--- src/rtl/hz_pkg.sv ---
package hz_pkg;
  typedef enum logic [1:0] {
    ST_EX  = 2'd0,
    ST_MEM = 2'd1,
    ST_WB  = 2'd2
  } hz_stage_e;

  localparam int unsigned N_STAGES  = 3;
  localparam int unsigned N_SOURCES = 2;
endpackage

--- src/rtl/hz_dest_sel.sv ---
module hz_dest_sel #(
  parameter int unsigned REG_W = 5
) (
  input  logic [REG_W-1:0] rt,
  input  logic [REG_W-1:0] rd,
  input  logic             regdst,
  output logic [REG_W-1:0] dst
);
  function automatic logic [REG_W-1:0] pick(input logic [REG_W-1:0] t,
                                            input logic [REG_W-1:0] d,
                                            input logic sel);
    return sel ? d : t;
  endfunction

  assign dst = pick(rt, rd, regdst);
endmodule

--- src/rtl/hz_src_cmp.sv ---
module hz_src_cmp #(
  parameter int unsigned REG_W = 5
) (
  input  logic [REG_W-1:0] src,
  input  logic             used,
  input  logic [REG_W-1:0] dst,
  input  logic             wen,
  output logic             hit
);
  // register 0 is never a real producer
  function automatic logic conflict(input logic [REG_W-1:0] s, input logic u,
                                    input logic [REG_W-1:0] d, input logic w);
    return u && w && (d != '0) && (s == d);
  endfunction

  assign hit = conflict(src, used, dst, wen);
endmodule

--- src/rtl/hz_bubble.sv ---
module hz_bubble #(
  parameter int unsigned CTRL_W = 8
) (
  input  logic              stall,
  input  logic [CTRL_W-1:0] ctrl_in,
  output logic [CTRL_W-1:0] ctrl_out,
  output logic              pc_load_en,
  output logic              ifid_load_en
);
  assign ctrl_out     = stall ? '0 : ctrl_in;
  assign pc_load_en   = ~stall;
  assign ifid_load_en = ~stall;
endmodule

--- src/rtl/hazard_stall_unit.sv ---
module hazard_stall_unit #(
  parameter int unsigned INSTR_W = 32,
  parameter int unsigned REG_W   = 5,
  parameter int unsigned CTRL_W  = 8
) (
  input  logic [INSTR_W-1:0] id_instr,
  input  logic               id_use_a,
  input  logic               id_use_b,
  input  logic [CTRL_W-1:0]  id_ctrl,
  input  logic [REG_W-1:0]   ex_rt,
  input  logic [REG_W-1:0]   ex_rd,
  input  logic               ex_regdst,
  input  logic               ex_wen,
  input  logic [REG_W-1:0]   mem_dst,
  input  logic               mem_wen,
  input  logic [REG_W-1:0]   wb_dst,
  input  logic               wb_wen,
  output logic               stall,
  output logic               pc_load_en,
  output logic               ifid_load_en,
  output logic [CTRL_W-1:0]  ex_ctrl
);
  import hz_pkg::*;

  localparam int unsigned RD_LSB = 11;
  localparam int unsigned RT_LSB = RD_LSB + REG_W;
  localparam int unsigned RS_LSB = RT_LSB + REG_W;

  logic [REG_W-1:0] src_num [N_SOURCES];
  logic             src_use [N_SOURCES];
  logic [REG_W-1:0] stg_dst [N_STAGES];
  logic             stg_wen [N_STAGES];
  logic [N_STAGES-1:0] hit_a;
  logic [N_STAGES-1:0] hit_b;
  logic             hit_ex, hit_mem, hit_wb;
  logic [REG_W-1:0] ex_dst;
  logic             unused_instr_bits;

  assign src_num[0] = id_instr[RS_LSB +: REG_W];
  assign src_num[1] = id_instr[RT_LSB +: REG_W];
  assign src_use[0] = id_use_a;
  assign src_use[1] = id_use_b;
  assign unused_instr_bits = ^{id_instr[INSTR_W-1:RS_LSB+REG_W], id_instr[RT_LSB-1:0]};

  hz_dest_sel #(.REG_W(REG_W)) u_ex_dst (
    .rt(ex_rt), .rd(ex_rd), .regdst(ex_regdst), .dst(ex_dst)
  );

  assign stg_dst[ST_EX]  = ex_dst;
  assign stg_wen[ST_EX]  = ex_wen;
  assign stg_dst[ST_MEM] = mem_dst;
  assign stg_wen[ST_MEM] = mem_wen;
  assign stg_dst[ST_WB]  = wb_dst;
  assign stg_wen[ST_WB]  = wb_wen;

  for (genvar s = 0; s < N_STAGES; s++) begin : g_stage
    hz_src_cmp #(.REG_W(REG_W)) u_cmp_a (
      .src(src_num[0]), .used(src_use[0]),
      .dst(stg_dst[s]), .wen(stg_wen[s]), .hit(hit_a[s])
    );
    hz_src_cmp #(.REG_W(REG_W)) u_cmp_b (
      .src(src_num[1]), .used(src_use[1]),
      .dst(stg_dst[s]), .wen(stg_wen[s]), .hit(hit_b[s])
    );
  end

  assign hit_ex  = hit_a[ST_EX]  | hit_b[ST_EX];
  assign hit_mem = hit_a[ST_MEM] | hit_b[ST_MEM];
  assign hit_wb  = hit_a[ST_WB]  | hit_b[ST_WB];
  assign stall   = hit_ex | hit_mem | hit_wb;

  hz_bubble #(.CTRL_W(CTRL_W)) u_bubble (
    .stall(stall), .ctrl_in(id_ctrl), .ctrl_out(ex_ctrl),
    .pc_load_en(pc_load_en), .ifid_load_en(ifid_load_en)
  );
endmodule

--- config.mk ---
export PLATFORM = sky130hd
export DESIGN_NAME = hazard_stall_unit
export DESIGN_NICKNAME = d
export VERILOG_FILES = /design/src/rtl/hz_pkg.sv /design/src/rtl/hz_dest_sel.sv /design/src/rtl/hz_src_cmp.sv /design/src/rtl/hz_bubble.sv /design/src/rtl/hazard_stall_unit.sv
export SDC_FILE = /design/constraint.sdc
export NUM_CORES = 1
export LEC_CHECK = 0
export ABC_AREA = 1
export CAP_MARGIN = 30
export CORE_UTILIZATION = 30
export DETAILED_ROUTE_END_ITERATION = 8
export PLACE_DENSITY = 0.88
export REMOVE_ABC_BUFFERS = 1
export SYNTH_ARGS = -nofsm -noshare
export SYNTH_HDL_FRONTEND = slang
export SYNTH_SLANG_ARGS = --single-unit
--- constraint.sdc ---
create_clock -name vclk -period 1.25
set_input_delay 0.1875 -clock vclk [all_inputs]
set_output_delay 0.1875 -clock vclk [all_outputs]
set_load 0.05 [all_outputs]
==> summary.txt <==
Status
  – Status: finished with violations
  – Failing checks: setup timing

Synth
  – Largest family of logic cells by synthesized area: simple AND/OR/NAND/NOR gates
  – Post-synthesis mux area share: 0%
  – Sequential share of the synthesized area: 0%
  – Post-Synth Adder-Cell Area: 0%
  – Synth Area in XOR/XNOR: 1.019%
  – Ys Warns: 0
  – Mean Syn Cell Area: 4.133 sq um
  – Compound-Gate Fraction of Synth Area: 1.456%
  – Top cells by area, synth: nand2_1, inv_1, nand3_1
  – Biggest area consumer among synthesized cells: nand2_1
  – Yosys top cell area share: 39.74%
  – Cell count after synthesis: 208
  – Cell Area, Synth: 859.6 sq um
  – Simple-gate share of the synthesized area: 75.69%
  – Synth unique cells: 14

Layout
  – Area of the multi-input gates: 838.3 sq um
  – Highest-count cells in the layout ignoring fill and taps: nand2_1, inv_1, nor2_1
  – Commonest non-fill, non-tap cell in the layout: nand2_1
  – Share of cells above drive strength 1: 41.07%
  – ANT cells: 0
  – Final-stage net count: 348
  – # fillers: 254
  – Clock Buffer Count: 0
  – Seq cells: 0
  – Area added between synthesis and finish: 107.4%
  – Fin cells: 311
  – Seq. cell area: 0 sq um

Floorplan
  – Initial Utilization: 31.44%
  – Die H: 55.53 um
  – Placeable core area: 2734 sq um
  – Die W: 55.53 um
  – Die area: 3084 sq um
  – Top Ports: 77
  – Cell Rows: 19

Place
  – RD Place Congestion: 0.9659
  – DP HPWL: 2584 um
  – Input/output buffers: 55
  – Pre-CTS setup slack: -768.2 ps
  – Inst Count DP: 306

Pwr
  – PwrDens: 414.4 nW/um^2
  – Peak supply drop: 0.3456 mV
  – Part of the power in combinational logic: 100.0%
  – LEAKAGE: 1.055 nW
  – NetSw: 0.3983 mW
  – Internal power: 0.3406 mW
  – Seq pwr share: 0%
  – Clk pwr share: 0%
  – Sw frac: 53.90%

Timing
  – Slew HR: 88.59%
  – Endpoints failing setup: 11
  – Final worst slack: -414.0 ps
  – Crit share post-route: 133.1%
  – RSZ-0062 raised after global routing: yes
  – Pins Over Slew Limit: 0
  – Least-Margin Pin Slew: 170.9 ps
  – Max Clk Rate: 0.6009 GHz
  – Number of hold violations in the final report: 0
  – Fin crit period: 1664 ps

Route
  – Post-Route WL: 3648 um
  – DRT iter0 DRCs: 45
  – Vias: 1,509
  – DRC: 0
  – Initial DRT Pass Iterations: 4
  – Avg WL per Cell: 11.73 um
  – Vias per cell: 4.852
  – Antenna-violating nets left: 0

Setup path
  – Slowest stage cell, crit path: clkdlybuf4s15_2
  – Worst setup EP type: primary output
  – Max incr delay on CP: 180 ps
  – Worst path cell trace: clkdlybuf4s15_2, inv_1, nand2_2, nand3_2, nand2_2, nor2_2, nand3_1, nand2_1, nand2_2, nand2_4, buf_6, buf_12
  – Worst path top cell family by delay: simple AND/OR/NAND/NOR gates
  – Worst Setup Start Kind: input pin
  – Crit path kind: input pin to primary output
  – Crit path buf inv count: 4
  – Crit path DAT: 1480 ps
  – Critical path peak fanout: 5
  – Critical Path RT: 1060 ps
  – Crit path top cell by count: nand2_2

Worst hold path
  – Min-delay worst type: input pin to primary output

Global route
  – Gr ovfl total: 0
  – Largest net degree at the start of global routing: 7
  – Initial antenna violation count: 0
  – Gr usage total: 23.24%
  – Wire length of the first global-routing pass: 5940 um
  – Vias in the first global route: 1,370

Run
  – Maxcap violations: 0

CTS
  – Hold buffers post-CTS: 0
## cells by family (layout without fill, tap and decap cells)
family,after synthesis,count (layout)
AO/OA/AOI/OAI,2,2
XOR/XNOR,1,1
buffers and inverters,47,118
AND/OR/NAND/NOR,158,159
## per-stage QoR
step | cell area (sq um) | setup TNS, ps | utilization, % | total power, mW | hold WS (ps)
floorplan | 840.8 | -5134 | - | 0.2893 | 590.2
detailed placement | 1645 | -8223 | 60.18 | 0.6604 | 1021
finish | 1783 | -4125 | 65.22 | 0.7389 | 1060
CTS | 1792 | -3447 | 65.54 | 0.7161 | 1040
global placement | 1645 | -8073 | 60.18 | 0.6561 | 1016
global route | 1783 | -5000 | 65.22 | 0.7904 | 1073
## final cells by class
type / count / share of cell area, %
multi-input cells: 162 / 47.02
repair buffers: 72 / 40.77
inverters: 45 / 9.614
well taps: 31 / 2.175
repair inverters: 1 / 0.4211
## power groups by stage
stage / Combinational (mW) / Sequential, mW / Clock (mW)
2_1_floorplan: 0.289 / 0 / 0
3_3_place_gp: 0.656 / 0 / 0
3_5_place_dp: 0.660 / 0 / 0
4_1_cts: 0.716 / 0 / 0
5_1_grt: 0.790 / 0 / 0
6_report: 0.739 / 0 / 0
## repair_timing
item / in CTS / in global routing
gates resized for setup: 176 / 17
gates cloned: 2 / 0
endpoints found under the setup margin: 11 / 11
pin swaps: 41 / 25
buffers inserted: 3 / 0
## path summary, 6_finish.rpt
kind	startpoint	to	slack, ps	cells after the start
setup / recovery	ex_rt[0]	stall	-410	12
hold / removal	id_ctrl[5]	ex_ctrl[5]	1060	4
## Yosys cell counts
| cell type | number |
|---|---|
| o21ai_0 | 1 |
| nand3_1 | 26 |
| nand4_1 | 1 |
| nor3_1 | 2 |
| nor2_1 | 32 |
| nand2_4 | 1 |
| inv_2 | 1 |
| buf_6 | 1 |
| a22oi_1 | 1 |
| xor2_1 | 1 |
| nand2_1 | 91 |
| buf_4 | 1 |
| nand2_2 | 5 |
| inv_1 | 44 |
## layer usage
layer	wire (um)	GRT usage, %
met5	0	0
met4	127	6.786
met3	195	1.171
met2	1723	40.96
met1	1601	30.43
## worst min-delay path, stage by stage
cell and delay [ps]:
clkdlybuf4s50_1 390, inv_1 90, nor2_4 60, buf_12 140
Note: power is estimated with default switching activity, not from simulation.
